File: src/rtl/i2cblk_pkg.sv
`timescale 1ns/1ps
package i2cblk_pkg;

  typedef enum logic [2:0] {
    ST_IDLE,
    ST_ADDR,
    ST_INDEX,
    ST_COUNT,
    ST_WDATA,
    ST_RDATA
  } xfer_st_t;

  typedef enum logic [1:0] {
    PH_RX,
    PH_ACKTX,
    PH_TX,
    PH_ACKRX
  } bit_ph_t;

  localparam int ID_IDX   = 7;
  localparam int BCNT_IDX = 8;
  localparam int WDOG_IDX = 10;
  localparam int WDOG_BIT = 5;

  // value each register takes in reset
  function automatic logic [7:0] reg_reset(input int idx);
    case (idx)
      ID_IDX:   reg_reset = 8'h01;
      BCNT_IDX: reg_reset = 8'h06;
      default:  reg_reset = 8'h00;
    endcase
  endfunction

  // bits a host write may change
  function automatic logic [7:0] reg_wmask(input int idx);
    case (idx)
      ID_IDX:   reg_wmask = 8'h00;
      WDOG_IDX: reg_wmask = ~(8'h01 << WDOG_BIT);
      default:  reg_wmask = 8'hFF;
    endcase
  endfunction

endpackage

File: src/rtl/i2cblk_sync.sv
`timescale 1ns/1ps
module i2cblk_sync #(
  parameter int STAGES = 2,
  parameter int W      = 2
) (
  input  logic         clk,
  input  logic         rst_n,
  input  logic [W-1:0] d,
  output logic [W-1:0] q
);
  logic [W-1:0] pipe_q [STAGES];

  genvar s;
  generate
    for (s = 0; s < STAGES; s++) begin : g_stage
      always_ff @(posedge clk or negedge rst_n) begin
        if (!rst_n) pipe_q[s] <= '1;
        else if (s == 0) pipe_q[s] <= d;
        else pipe_q[s] <= pipe_q[(s == 0) ? 0 : s-1];
      end
    end
  endgenerate

  assign q = pipe_q[STAGES-1];
endmodule

File: src/rtl/i2cblk_cond.sv
`timescale 1ns/1ps
module i2cblk_cond (
  input  logic clk,
  input  logic rst_n,
  input  logic scl_s,
  input  logic sda_s,
  output logic scl_rise,
  output logic scl_fall,
  output logic start_det,
  output logic stop_det
);
  logic scl_p_q, sda_p_q;

  always_ff @(posedge clk or negedge rst_n) begin
    if (!rst_n) begin
      scl_p_q <= 1'b1;
      sda_p_q <= 1'b1;
    end else begin
      scl_p_q <= scl_s;
      sda_p_q <= sda_s;
    end
  end

  assign scl_rise  = scl_s & ~scl_p_q;
  assign scl_fall  = ~scl_s & scl_p_q;
  assign start_det = scl_s & scl_p_q & sda_p_q & ~sda_s;
  assign stop_det  = scl_s & scl_p_q & ~sda_p_q & sda_s;
endmodule

File: src/rtl/i2cblk_regbank.sv
`timescale 1ns/1ps
module i2cblk_regbank
  import i2cblk_pkg::*;
#(
  parameter int NUM_REGS = 15,
  parameter int IDX_W    = 8
) (
  input  logic                  clk,
  input  logic                  rst_n,
  input  logic                  wr_req,
  input  logic [IDX_W-1:0]      wr_idx,
  input  logic [7:0]            wr_data,
  input  logic [IDX_W-1:0]      rd_idx,
  input  logic                  wdog_alarm,
  output logic [7:0]            rd_data,
  output logic [NUM_REGS*8-1:0] cfg_q,
  output logic [NUM_REGS-1:0]   cfg_wr_stb
);
  logic [7:0] regq [NUM_REGS];
  logic [7:0] view [NUM_REGS];

  genvar g;
  generate
    for (g = 0; g < NUM_REGS; g++) begin : g_reg
      localparam logic [7:0] RST_V = reg_reset(g);
      localparam logic [7:0] MASK  = reg_wmask(g);
      logic hit;
      assign hit = wr_req && (wr_idx == IDX_W'(g));

      always_ff @(posedge clk or negedge rst_n) begin
        if (!rst_n) begin
          regq[g]       <= RST_V;
          cfg_wr_stb[g] <= 1'b0;
        end else begin
          cfg_wr_stb[g] <= hit;
          if (hit) regq[g] <= (regq[g] & ~MASK) | (wr_data & MASK);
        end
      end

      if (g == WDOG_IDX) begin : g_alarm
        always_comb begin
          view[g]           = regq[g];
          view[g][WDOG_BIT] = wdog_alarm;
        end
      end else begin : g_plain
        assign view[g] = regq[g];
      end

      assign cfg_q[g*8 +: 8] = regq[g];
    end
  endgenerate

  always_comb begin
    rd_data = 8'h00;
    for (int i = 0; i < NUM_REGS; i++) begin
      if (rd_idx == IDX_W'(i)) rd_data = view[i];
    end
  end

  a_r9_stb_onehot: assert property (@(posedge clk) disable iff (!rst_n)
    $onehot0(cfg_wr_stb));

endmodule

File: src/rtl/i2cblk_xfer.sv
`timescale 1ns/1ps
module i2cblk_xfer
  import i2cblk_pkg::*;
#(
  parameter logic [6:0] DEV_ADDR = 7'h69,
  parameter int         NUM_REGS = 15,
  parameter int         IDX_W    = 8
) (
  input  logic             clk,
  input  logic             rst_n,
  input  logic             scl_s,
  input  logic             sda_s,
  input  logic             scl_rise,
  input  logic             scl_fall,
  input  logic             start_det,
  input  logic             stop_det,
  input  logic [7:0]       rd_data,
  input  logic [7:0]       bcnt,
  output logic             sda_oe,
  output logic             wr_req,
  output logic [IDX_W-1:0] wr_idx,
  output logic [7:0]       wr_data,
  output logic [IDX_W-1:0] rd_idx
);
  localparam logic [IDX_W-1:0] IDX_ONE = 1;
  localparam logic [IDX_W-1:0] IDX_LIM = IDX_W'(NUM_REGS);
  localparam logic [7:0]       WR_BYTE = {DEV_ADDR, 1'b0};
  localparam logic [7:0]       RD_BYTE = {DEV_ADDR, 1'b1};

  xfer_st_t         st_q, st_d;
  bit_ph_t          ph_q, ph_d;
  logic [3:0]       cnt_q, cnt_d;
  logic [7:0]       sr_q, sr_d;
  logic [7:0]       txr_q, txr_d;
  logic [7:0]       rem_q, rem_d;
  logic [IDX_W-1:0] idx_q, idx_d;
  logic [IDX_W-1:0] wr_idx_q, wr_idx_d;
  logic [7:0]       wr_data_q, wr_data_d;
  logic             oe_q, oe_d;
  logic             wr_req_q, wr_req_d;
  logic             hack_q, hack_d;

  always_comb begin
    st_d      = st_q;
    ph_d      = ph_q;
    cnt_d     = cnt_q;
    sr_d      = sr_q;
    txr_d     = txr_q;
    rem_d     = rem_q;
    idx_d     = idx_q;
    wr_idx_d  = wr_idx_q;
    wr_data_d = wr_data_q;
    oe_d      = oe_q;
    wr_req_d  = 1'b0;
    hack_d    = hack_q;

    if (stop_det) begin
      st_d  = ST_IDLE;
      ph_d  = PH_RX;
      cnt_d = 4'd0;
      oe_d  = 1'b0;
    end else if (start_det) begin
      st_d  = ST_ADDR;
      ph_d  = PH_RX;
      cnt_d = 4'd0;
      oe_d  = 1'b0;
    end else if (st_q != ST_IDLE) begin
      case (ph_q)
        PH_RX: begin
          if (scl_rise && cnt_q < 4'd8) begin
            sr_d  = {sr_q[6:0], sda_s};
            cnt_d = cnt_q + 4'd1;
          end else if (scl_fall && cnt_q == 4'd8) begin
            ph_d  = PH_ACKTX;
            cnt_d = 4'd0;
            case (st_q)
              ST_ADDR: begin
                if (sr_q == WR_BYTE) begin
                  oe_d = 1'b1;
                  st_d = ST_INDEX;
                end else if (sr_q == RD_BYTE) begin
                  oe_d = 1'b1;
                  st_d = ST_RDATA;
                end else begin
                  st_d = ST_IDLE;
                end
              end
              ST_INDEX: begin
                oe_d  = 1'b1;
                idx_d = sr_q;
                st_d  = ST_COUNT;
              end
              ST_COUNT: begin
                oe_d  = 1'b1;
                rem_d = sr_q;
                st_d  = ST_WDATA;
              end
              ST_WDATA: begin
                if (rem_q != 8'd0) begin
                  oe_d      = 1'b1;
                  rem_d     = rem_q - 8'd1;
                  idx_d     = idx_q + IDX_ONE;
                  wr_req_d  = (idx_q < IDX_LIM);
                  wr_idx_d  = idx_q;
                  wr_data_d = sr_q;
                end else begin
                  st_d = ST_IDLE;
                end
              end
              default: ;
            endcase
          end
        end
        PH_ACKTX: begin
          if (scl_fall) begin
            cnt_d = 4'd0;
            if (st_q == ST_RDATA) begin
              ph_d  = PH_TX;
              txr_d = bcnt;
              oe_d  = ~bcnt[7];
            end else begin
              ph_d = PH_RX;
              oe_d = 1'b0;
            end
          end
        end
        PH_TX: begin
          if (scl_rise) begin
            cnt_d = cnt_q + 4'd1;
          end else if (scl_fall) begin
            if (cnt_q == 4'd8) begin
              ph_d = PH_ACKRX;
              oe_d = 1'b0;
            end else begin
              txr_d = {txr_q[6:0], 1'b0};
              oe_d  = ~txr_q[6];
            end
          end
        end
        PH_ACKRX: begin
          if (scl_rise) begin
            hack_d = ~sda_s;
          end else if (scl_fall) begin
            if (hack_q) begin
              ph_d  = PH_TX;
              cnt_d = 4'd0;
              txr_d = rd_data;
              oe_d  = ~rd_data[7];
              idx_d = idx_q + IDX_ONE;
            end else begin
              st_d = ST_IDLE;
            end
          end
        end
        default: ;
      endcase
    end
  end

  always_ff @(posedge clk or negedge rst_n) begin
    if (!rst_n) begin
      st_q      <= ST_IDLE;
      ph_q      <= PH_RX;
      cnt_q     <= 4'd0;
      sr_q      <= 8'h00;
      txr_q     <= 8'h00;
      rem_q     <= 8'h00;
      idx_q     <= '0;
      wr_idx_q  <= '0;
      wr_data_q <= 8'h00;
      oe_q      <= 1'b0;
      wr_req_q  <= 1'b0;
      hack_q    <= 1'b0;
    end else begin
      st_q      <= st_d;
      ph_q      <= ph_d;
      cnt_q     <= cnt_d;
      sr_q      <= sr_d;
      txr_q     <= txr_d;
      rem_q     <= rem_d;
      idx_q     <= idx_d;
      wr_idx_q  <= wr_idx_d;
      wr_data_q <= wr_data_d;
      oe_q      <= oe_d;
      wr_req_q  <= wr_req_d;
      hack_q    <= hack_d;
    end
  end

  assign sda_oe  = oe_q;
  assign wr_req  = wr_req_q;
  assign wr_idx  = wr_idx_q;
  assign wr_data = wr_data_q;
  assign rd_idx  = idx_q;

  a_r10_sda_scl_low: assert property (@(posedge clk) disable iff (!rst_n)
    (oe_q != $past(oe_q)) |-> !$past(scl_s));

  a_r4_release_for_host_ack: assert property (@(posedge clk) disable iff (!rst_n)
    (ph_q == PH_ACKRX && st_q == ST_RDATA) |-> !oe_q);

endmodule

File: src/rtl/i2cblk_top.sv
`timescale 1ns/1ps
module i2cblk_top
  import i2cblk_pkg::*;
#(
  parameter logic [6:0] DEV_ADDR    = 7'h69,
  parameter int         NUM_REGS    = 15,
  parameter int         SYNC_STAGES = 2
) (
  input  logic                  clk,
  input  logic                  rst_n,
  input  logic                  scl_i,
  input  logic                  sda_i,
  output logic                  sda_oe,
  input  logic                  wdog_alarm,
  output logic [NUM_REGS*8-1:0] cfg_q,
  output logic [NUM_REGS-1:0]   cfg_wr_stb
);
  localparam int IDX_W = 8;

  logic [1:0]       rst_pipe_q;
  logic             rst_n_i;
  logic [1:0]       bus_s;
  logic             scl_s, sda_s;
  logic             scl_rise, scl_fall, start_det, stop_det;
  logic             wr_req;
  logic [IDX_W-1:0] wr_idx, rd_idx;
  logic [7:0]       wr_data, rd_byte;

  // asynchronous assert, synchronous release
  always_ff @(posedge clk or negedge rst_n) begin
    if (!rst_n) rst_pipe_q <= 2'b00;
    else rst_pipe_q <= {rst_pipe_q[0], 1'b1};
  end
  assign rst_n_i = rst_pipe_q[1];

  i2cblk_sync #(.STAGES(SYNC_STAGES), .W(2)) u_sync (
    .clk  (clk),
    .rst_n(rst_n_i),
    .d    ({scl_i, sda_i}),
    .q    (bus_s)
  );
  assign scl_s = bus_s[1];
  assign sda_s = bus_s[0];

  i2cblk_cond u_cond (
    .clk      (clk),
    .rst_n    (rst_n_i),
    .scl_s    (scl_s),
    .sda_s    (sda_s),
    .scl_rise (scl_rise),
    .scl_fall (scl_fall),
    .start_det(start_det),
    .stop_det (stop_det)
  );

  i2cblk_xfer #(.DEV_ADDR(DEV_ADDR), .NUM_REGS(NUM_REGS), .IDX_W(IDX_W)) u_xfer (
    .clk      (clk),
    .rst_n    (rst_n_i),
    .scl_s    (scl_s),
    .sda_s    (sda_s),
    .scl_rise (scl_rise),
    .scl_fall (scl_fall),
    .start_det(start_det),
    .stop_det (stop_det),
    .rd_data  (rd_byte),
    .bcnt     (cfg_q[BCNT_IDX*8 +: 8]),
    .sda_oe   (sda_oe),
    .wr_req   (wr_req),
    .wr_idx   (wr_idx),
    .wr_data  (wr_data),
    .rd_idx   (rd_idx)
  );

  i2cblk_regbank #(.NUM_REGS(NUM_REGS), .IDX_W(IDX_W)) u_regs (
    .clk       (clk),
    .rst_n     (rst_n_i),
    .wr_req    (wr_req),
    .wr_idx    (wr_idx),
    .wr_data   (wr_data),
    .rd_idx    (rd_idx),
    .wdog_alarm(wdog_alarm),
    .rd_data   (rd_byte),
    .cfg_q     (cfg_q),
    .cfg_wr_stb(cfg_wr_stb)
  );

  a_r9_stb_with_ack: assert property (@(posedge clk) disable iff (!rst_n_i)
    (|cfg_wr_stb) |-> sda_oe);

  a_r6_id_reads_one: assert property (@(posedge clk) disable iff (!rst_n_i)
    (rd_idx == IDX_W'(ID_IDX)) |-> (rd_byte == 8'h01));

  a_r7_alarm_visible: assert property (@(posedge clk) disable iff (!rst_n_i)
    (rd_idx == IDX_W'(WDOG_IDX)) |-> (rd_byte[WDOG_BIT] == wdog_alarm));

endmodule

File: config.mk
export PLATFORM = sky130hd
export DESIGN_NAME = i2cblk_top
export DESIGN_NICKNAME = d
export VERILOG_FILES = /design/src/rtl/i2cblk_pkg.sv /design/src/rtl/i2cblk_sync.sv /design/src/rtl/i2cblk_cond.sv /design/src/rtl/i2cblk_regbank.sv /design/src/rtl/i2cblk_xfer.sv /design/src/rtl/i2cblk_top.sv
export SDC_FILE = /design/constraint.sdc
export NUM_CORES = 1
export LEC_CHECK = 0
export BUFFER_PORTS_ARGS = -buffer_cell sky130_fd_sc_hd__buf_4
export CAP_MARGIN = 20
export CORE_MARGIN = 4
export CORE_UTILIZATION = 45
export DETAILED_ROUTE_END_ITERATION = 6
export GPL_TIMING_DRIVEN = 0
export HOLD_SLACK_MARGIN = 0.05
export PLACE_DENSITY = 0.67
export REMOVE_ABC_BUFFERS = 1
export SLEW_MARGIN = 20
export SYNTH_ARGS = -nofsm -noshare
export SYNTH_HDL_FRONTEND = slang
export SYNTH_SLANG_ARGS = --single-unit
File: constraint.sdc
create_clock -name clk -period 7.9 [get_ports clk]
set_clock_uncertainty 0.05 [all_clocks]
set_input_delay 1.58 -clock clk [delete_from_list [all_inputs] [get_ports clk]]
set_output_delay 1.58 -clock clk [all_outputs]
set_load 0.005 [all_outputs]
* Word level (Yosys, flattened, before mapping)
Cells that the tools add are included.
Storage, ports and cells: logic and storage cells 274, flip-flop bits (word level) 194, output and inout port bits 136, input port bits 5
Cells by class: eq/ne operators 69, mux-type cells 98, magnitude comparators 2, $add $sub $neg 3, reduce and logical (&&, ||, !) cells 38, bitwise logic cells 18
Operators by type and width (number):
- 8-bit two-way mux | 22
- 8-bit by 4-bit equality test with 1-bit output, second input constant | 14
- 8-bit by 3-bit equality test with 1-bit output, second input constant | 8
- 7-bit two-way mux | 8
- 8-bit case mux with 2 select lines | 3
- 4-bit two-way mux | 10
- 3-bit two-way mux | 11
- 8-bit by 2-bit equality test with 1-bit output, second input constant | 4
- 4-bit by 3-bit != test with 1-bit output, second input constant | 7
- 2-bit two-way mux | 13
- 1-bit two-way mux | 24
- 12-bit AND reduction | 2
- 7-bit case mux with 3 select lines | 1
- 1-bit logical AND | 17
- 8-bit by 1-bit equality test with 1-bit output, second input constant | 2
- 8-bit equality test, second input constant | 2
- 8-bit zero test | 2
- 4-bit != test, second input constant | 4
- 4-bit case mux with 4 select lines | 1
- 8-bit AND reduction | 2
- 2-bit by 1-bit != test with 1-bit output, second input constant | 7
- 3-bit case mux with 4 select lines | 1
- 11-bit AND reduction | 1
- 1-bit inverter | 10
- 36 further kinds | 52

* Logic depth before layout (Yosys ltp)
Gate-level depths: netlist of run 1.
depth after elaboration 24, mapped depth 11, gate-level depth less buffers 8

* Cells and area by module
From an unflattened synthesis of run 1, not the netlist that was laid out.
Second synthesis, totals: cells, all modules 848, area, all modules 9589.2 µm²
Modules (own cells, without submodules):
- i2cblk_regbank | cells an instance 496, instances 1, area an instance 6005.8 µm², seq. area each 3155.5 µm²
- i2cblk_xfer | cells an instance 337, instances 1, area an instance 3324.4 µm², seq. area each 1476.4 µm²
- i2cblk_sync | cells an instance 6, instances 1, area an instance 120.1 µm², seq. area each 105.1 µm²
- i2cblk_cond | cells an instance 6, instances 1, area an instance 85.1 µm², seq. area each 52.6 µm²
- i2cblk_top | cells an instance 3, instances 1, area an instance 53.8 µm², seq. area each 50.0 µm²

* Worst setup path before layout of run 1
Ideal clock, no wire load.
path type input -> register, from input wdog_alarm, to register u_xfer.txr_q[5], stages on the path 6, buffers on the path 0, library setup time 0.139 ns, required time 7.711 ns, arrival 2.232 ns, setup slack 5.479 ns, cell sequence nand2_1 -> nor2_1 -> a211oi_1 -> a311oi_1 -> o211ai_1 -> a41oi_2
On the way: word-level cells in the longest chain between the ends 9
Ends and longest elaborated chain:
- start, declared | RTL line i2cblk_top.sv:14 | input logic wdog_alarm,
- 8-bit two-way mux (5 in a row) | RTL line i2cblk_regbank.sv:56 | if (rd_idx == IDX_W'(i)) rd_data = view[i];
- 7-bit two-way mux | RTL line i2cblk_xfer.sv:144 | if (hack_q) begin
- 7-bit two-way mux | RTL line i2cblk_xfer.sv:143 | end else if (scl_fall) begin
- 7-bit two-way mux | RTL line i2cblk_xfer.sv:141 | if (scl_rise) begin
- 7-bit case mux with 3 select lines | RTL line i2cblk_xfer.sv:68 | case (ph_q)
- end signal, assigned | RTL line i2cblk_xfer.sv:179 | txr_q <= txr_d;
- end, declared | RTL line i2cblk_xfer.sv:34 | logic [7:0] txr_q, txr_d;
Every way passes these cells. The select of a mux whose other input is x is not followed. A chain may end at the register's enable or synchronous reset.

* Final worst setup path of run 1
from register u_xfer.idx_q[0] (netlist: u_xfer.rd_idx[0]), to register u_xfer.oe_q (netlist: u_xfer.sda_oe)
On the way: word-level cells in the longest chain between the ends 24, elaborated cells between the ends (all ways) 38, those cells by class 14 x eq/ne; 22 x mux; 1 x bitwise; 1 x reduce/logical
Ends and longest elaborated chain:
- start, declared | RTL line i2cblk_xfer.sv:36 | logic [IDX_W-1:0] idx_q, idx_d;
- start signal, assigned | RTL line i2cblk_xfer.sv:181 | idx_q <= idx_d;
- 8-bit zero test | RTL line i2cblk_regbank.sv:56
- 8-bit two-way mux (14 in a row) | RTL line i2cblk_regbank.sv:56
- 8-bit two-way mux (*) | RTL line i2cblk_regbank.sv:56
- 1-bit inverter (*) | RTL line i2cblk_xfer.sv:148 | oe_d = ~rd_data[7];
- 1-bit two-way mux (*) | RTL line i2cblk_xfer.sv:144
- 1-bit two-way mux (*) | RTL line i2cblk_xfer.sv:143
- 1-bit two-way mux (*) | RTL line i2cblk_xfer.sv:141
- 1-bit case mux with 4 select lines (*) | RTL line i2cblk_xfer.sv:68
- 1-bit two-way mux (*) | RTL line i2cblk_xfer.sv:67 | end else if (st_q != ST_IDLE) begin
- 1-bit two-way mux (*) | RTL line i2cblk_xfer.sv:62 | end else if (start_det) begin
- 1-bit two-way mux (*) | RTL line i2cblk_xfer.sv:57 | if (stop_det) begin
- end signal, assigned | RTL line i2cblk_xfer.sv:171 | oe_q <= 1'b0;
- end signal, assigned | RTL line i2cblk_xfer.sv:184 | oe_q <= oe_d;
- end, declared | RTL line i2cblk_xfer.sv:39 | logic oe_q, oe_d;
Every way passes the cells marked *; elsewhere a longest branch is shown, timed or not. The select of a mux whose other input is x is not followed.

==> impl_metrics.toml, run 1 <==
[cts]
cts_buffer_depth = 2
cts_tree = "built"
cts_setup_buffers = 0
clk_latency_ns = 0.44
ctsRootBufferMaster = "clkbuf_16"
cts-buffers-inserted = 17
cts_resized = 0
path_clk_slew_ns = 0.07
cts_htree_levels = 4
cts_sinks = 193
hold_buffers = 0

[synthesis]
avgSynthCellArea_um2 = 10.6
syn-cell-area_um2 = 9790
yosys_most_used_dff = "dfrtp_1"
synthDistinctLibCells = 73
yosysWarnings = 0
ys_seq_area_share_pct = 49.5
synthArstFlopShare_pct = 100
synth-edff-count = 0
synthCells = 921
ys_ff_latch = 193

[setup_path]
r2r_end = "u_xfer.sda_oe"
worstPathRequired_ns = 8.12
cp-start-kind = "flip-flop"
crit_type = "flip-flop to flip-flop"
rrSetupSlack_ns = 4.79
rr_worst_depth = 8
max_stage_delay_ns = 0.68
slowest_stage = "ha_2"
path_cells = "inv_1, ha_2, nor2b_1, a22oi_1, o21ai_0, a21oi_1, o311ai_0, a221oi_1"
arrival_ns = 3.33
cp-endpoint = "u_xfer.sda_oe"
worstReg2RegStart = "u_xfer.rd_idx[0]"
setup.worst_path.start = "u_xfer.rd_idx[0]"
worstSetupEndpointType = "flip-flop"
cp_max_fo = 32

[route]
drc = 0
drt_iter0_drc = 659
wire_per_inst_um = 21.6
dr.pass1.iters = 6
vias = 7814
vias_per_cell = 5.96
drt-total-wl_um = 28300
ant_nets = 0

[final_layout]
nNetsFinal = 1041
final_cell_mix = "dfrtp_1 (184), mux2_2 (133), buf_4 (133), nand2_1 (73), a21oi_1 (56)"
diodes = 0
area_delta_synth_final_pct = 19.0
layout_commonest_cell = "dfrtp_1"
postLayoutCoreUtil_pct = 54.9
nFillCells = 1888
drive_gt1_share_pct = 32.0

[floorplan]
ios = 141
die_w_um = 155
dieArea_um2 = 24200
initial_utilization_pct = 46.1
die-height_um = 155
rows = 53
core_um2 = 21200

[status]
status = "finished clean"

[placement]
numPortBuffers = 131
post-dp-hpwl_um = 20000
place_ws_ns = 4.58
place.gp.congestion = 0.898

[timing]
layout_min_cycle_time_ns = 3.11
worst_slack_ns = 4.79
max-slew-margin-rel_pct = 24.8
hold_viol = 0
rsz0062_at_grt = "false"
setup_viol = 0
fin_crit_sh_pct = 39.3
worst-slew-pin-transition_ns = 1.13
clock.fmax_mhz = 322
slew_violations = 0

[grt]
grt_pass1_wl_um = 44300
grt_antenna_before_repair = 0
grt.total_usage_pct = 23.6
grt_pass1_vias = 7427
grt_overflow = 0
grt_max_degree = 55

[power_and_ir_drop]
peakVddDrop_mv = 0.153
power_density_nw_per_um2 = 227
p_leak_nw = 5.68

[min_path]
hp-class = "flip-flop to flip-flop"

[flow_run]
maxCapViolations = 0
[cell type report]
class / count / area, um2 / share of cell area (%)
Clock buffer: 18 / 439 / 3.77
Clock inverter: 14 / 194 / 1.67
Inverter: 39 / 146 / 1.26
Multi-Input combinational cell: 634 / 4560 / 39.1
Sequential cell: 193 / 4840 / 41.6
Tap cell: 275 / 344 / 2.95
Timing Repair Buffer: 138 / 1120 / 9.63
[flip-flops by register name (all words and copies together) (netlist names)]
register and cells:
u_regs.cfg_q 111, u_regs.cfg_wr_stb 15, u_xfer.rd_idx 8, u_xfer.rem_q 8, u_xfer.sr_q 8, u_xfer.wr_data 8
u_xfer.wr_idx 8, u_xfer.txr_q 7, u_xfer.cnt_q 4, u_xfer.st_q 3, rst_pipe_q 2, u_sync.pipe_q 2
u_sync.q 2, u_xfer.ph_q 2, u_cond.scl_p_q 1, u_cond.sda_p_q 1, u_xfer.hack_q 1, u_xfer.sda_oe 1
u_xfer.wr_req 1
[per-stage QoR]
step / power (W) / hold WS [ns] / cell area, um2 / TNS [ns] / cells
2_1_floorplan: 0.00153 / 0.281 / 9520 / 0 / 866
3_3_place_gp: 0.00169 / 0.286 / 10800 / -15.24 / 1272
3_5_place_dp: 0.00172 / 0.299 / 11000 / 0 / 1279
4_1_cts: 0.00265 / 0.312 / 11600 / 0 / 1311
5_1_grt: 0.00277 / 0.313 / 11600 / 0 / 1311
6_report: 0.00264 / 0.309 / 11600 / 0 / 1311
[cell usage after synthesis, drive strengths merged, types with 11 or more instances]
master,count,share of area (%)
a211oi,11,0.84
a21oi,56,2.9
a221oi,13,1.2
buf,24,1.6
clkbuf,39,1.5
dfrtp,185,47
ha,13,1.7
inv,38,1.5
mux2,133,15
nand2,73,2.8
nand3,12,0.61
nor2,52,2.0
nor2b,23,1.5
nor3,14,0.82
nor3b,12,0.97
o21ai,57,2.9
o22ai,13,0.83
[routing by layer]
metal / wire (um) / GRT usage, % / up-vias
li1: - / - / 3518
met1: 12700 / 34.1 / 3943
met4: 526 / 7.00 / 0
met3: 2150 / 5.15 / 36
met2: 13000 / 35.7 / 317
met5: 0 / 0 / -
[report_power, final]
group | internal (W) | switching (W)
clock | 0.000519 | 0.000413
combinational | 0.000226 | 0.000369
sequential | 0.00104 | 0.0000775
total | 0.00178 | 0.000860
[worst min-delay path by stage]
stage	depth (start not counted)	from	slack, ns	endpoint
6_report	0	u_sync.pipe_q[3]	0.31	u_sync.q[1]
5_1_grt	0	u_sync.pipe_q[2]	0.31	u_sync.q[0]
3_5_place_dp	0	u_sync.pipe_q[3]	0.30	u_sync.q[1]
3_3_place_gp	0	rst_pipe_q[0]	0.29	rst_pipe_q[1]
4_1_cts	0	u_sync.pipe_q[3]	0.31	u_sync.q[1]
2_1_floorplan	0	rst_pipe_q[0]	0.28	rst_pipe_q[1]
[logic make-up after synthesis]
logic type | share of synthesized area, %
compound gates | 15.7
xor+xnor | 0.0895
fa+ha+maj | 1.66
buf+inv | 4.55
flops | 49.5
mux | 15.9
other cells | 0.0767
simple gates | 12.5
[worst max-delay path: cells and delay by family (launching register included)]
family / cells / cell delay [ns]
compound gates: 5 / 1.16
fa+ha+maj: 1 / 0.68
buf+inv: 1 / 0.12
flops: 1 / 0.46
simple gates: 1 / 0.45
Power figures use the tool's default switching activity.
==> run 2, diff against run 1 <==
--- a/config.mk
+++ b/config.mk
@@ -12,7 +12,7 @@
 export DETAILED_ROUTE_END_ITERATION = 6
 export GPL_TIMING_DRIVEN = 0
 export HOLD_SLACK_MARGIN = 0.05
-export PLACE_DENSITY = 0.67
+export PLACE_DENSITY = 0.7
 export REMOVE_ABC_BUFFERS = 1
 export SLEW_MARGIN = 20
 export SYNTH_ARGS = -nofsm -noshare
==> constraint.sdc (replaced) <==
create_clock -name clk -period 2.5 [get_ports clk]
set_clock_uncertainty 0.05 [all_clocks]
set_input_delay 0.5 -clock clk [delete_from_list [all_inputs] [get_ports clk]]
set_output_delay 0.5 -clock clk [all_outputs]
set_load 0.005 [all_outputs]
==> impl_metrics.toml, run 2 (synthesized netlist as in run 1, its figures left out) <==
[timing]
hold_viol = 0
setup_viol = 0
layout_min_cycle_time_ns = 2.42
worst-slew-pin-transition_ns = 0.923
max-slew-margin-rel_pct = 38.1
slew_violations = 0
fin_crit_sh_pct = 96.8
clock.fmax_mhz = 413

[placement]
numPortBuffers = 131
postPlaceCellArea_um2 = 11000
place.gp.congestion = 0.903
post-dp-hpwl_um = 20100
placed_cells = 1280

[floorplan]
ios = 141
core_um2 = 21200
die-height_um = 155
die_w_um = 155
dieArea_um2 = 24200
rows = 53
initial_utilization_pct = 46.1

[cts]
cts-buffers-inserted = 17
clk_latency_ns = 0.44
cts_buffer_depth = 2
cts_htree_levels = 4
path_clk_slew_ns = 0.08
cts_sinks = 193
ctsRootBufferMaster = "clkbuf_16"
cts_tree = "built"

[setup_path]
rr_worst_depth = 7
cp_max_fo = 9
crit_type = "flip-flop to flip-flop"
worstPathRequired_ns = 2.76
arrival_ns = 2.68
worstReg2RegStart = "u_xfer.rd_idx[5]"
r2r_end = "u_xfer.txr_q[6]"
cp-start-kind = "flip-flop"
rrSetupSlack_ns = 0.08
worstSetupEndpointType = "flip-flop"

[power_and_ir_drop]
p_leak_nw = 5.80
power_density_nw_per_um2 = 694
peakVddDrop_mv = 0.452

[route]
drt-total-wl_um = 29000
drc = 0
dr.pass1.iters = 5
vias_per_cell = 6.08
wire_per_inst_um = 21.8
ant_nets = 0
drt_iter0_drc = 680
vias = 8085

[final_layout]
nNetsFinal = 1059
multiInputGateArea_um2 = 4740
drive_gt1_share_pct = 36.2
area_delta_synth_final_pct = 22.3
nFillCells = 1832
largest_reg_flops = 111
final_cells = 1329
final_cell_mix = "dfrtp_1 (180), buf_4 (147), mux2_2 (133), nand2_1 (73), a21oi_1 (55)"
diodes = 0
regArea_um2 = 4850
fin_area_um2 = 12000
postLayoutCoreUtil_pct = 56.4
layout_commonest_cell = "dfrtp_1"

[status]
status = "finished clean"

[min_path]
hp-class = "input pin to flip-flop"
hp-start = "scl_i"
worstHoldEndpoint = "u_sync.pipe_q[3]"
hold_depth = 1

[grt]
grt.total_usage_pct = 23.6
grt_antenna_before_repair = 0
grt_pass1_wl_um = 44700
grt_pass1_vias = 7722
grt_overflow = 0
grt_max_degree = 44

[flow_run]
maxCapViolations = 0
## run 2: cell count changes in the layout (fill, tap and decap cells not counted), sizes merged
cell	delta
inv	-1
bufinv	-3
buf	+17
dlygate4sd3	+1
clkinvlp	-1
clkinv	+5
## run 2: area by class of cell
cell class,count,area share (%)
Clock buffer,18,3.67
Clock inverter,14,1.20
Inverter,39,1.23
Multi-Input combinational cell,634,39.6
Sequential cell,193,40.5
Tap cell,275,2.88
Timing Repair Buffer,156,10.9
## run 2: where the power goes
group | switching (W) | internal (W)
clock | 0.00132 | 0.00135
combinational | 0.00126 | 0.000838
sequential | 0.000252 | 0.00328
total | 0.00283 | 0.00547
## run 2: worst max path at each step
stage               depth (start not counted)  slack, ns              from                    to
CTS                                         6      0.009    u_xfer.ph_q[0]       u_xfer.txr_q[6]
global route                                8      -0.02   u_xfer.rem_q[1]        u_xfer.st_q[2]
global placement                            0      -5.52     rst_pipe_q[1]  u_regs.cfg_wr_stb[1]
detailed placement                          7      -0.84  u_xfer.rd_idx[0]         u_xfer.sda_oe
finish                                      7       0.08  u_xfer.rd_idx[5]       u_xfer.txr_q[6]
floorplan                                   0      -3.31     rst_pipe_q[1]       u_regs.cfg_q[0]
## run 2: stage by stage
step	power (W)	setup TNS, ns	hold WS (ns)	setup slack, ns
final	0.00830	0	0.111	0.0798
after global routing	0.00869	-0.0150	0.0921	-0.0150
after CTS	0.00820	0	0.0999	0.00874
after detailed placement	0.00542	-5.80	0.233	-0.836
after global placement	0.00534	-1055.10	0.233	-5.52
after floorplan	0.00483	-621.59	0.154	-3.31
## run 2: critical path: stages (launching register included)
cell and delay [ns]:
dfrtp_1 0.50, nor4_4 0.40, buf_4 0.23, nand2_1 0.25
a211oi_2 0.31, o32ai_1 0.11, a31oi_1 0.32, o22ai_1 0.11
## run 2: per-layer routing
metal,wire length (um),share of wire (%),vias up,GRT usage (%)
met5,0,0,-,0
met4,631,2.2,0,6.09
met3,2460,8.5,50,4.90
met2,13400,46,395,36.5
met1,12600,43,4079,34.2
li1,-,-,3561,-
## run 2: timing repair
action | 4_1_cts | 5_1_grt
resized for setup | 25 | 25
hold buffers | 1 | 0
setup buffers | 7 | 9
endpoints found under the hold margin | 2 | 0
pin swaps | 4 | 3
setup endpoints to repair | 20 | 45
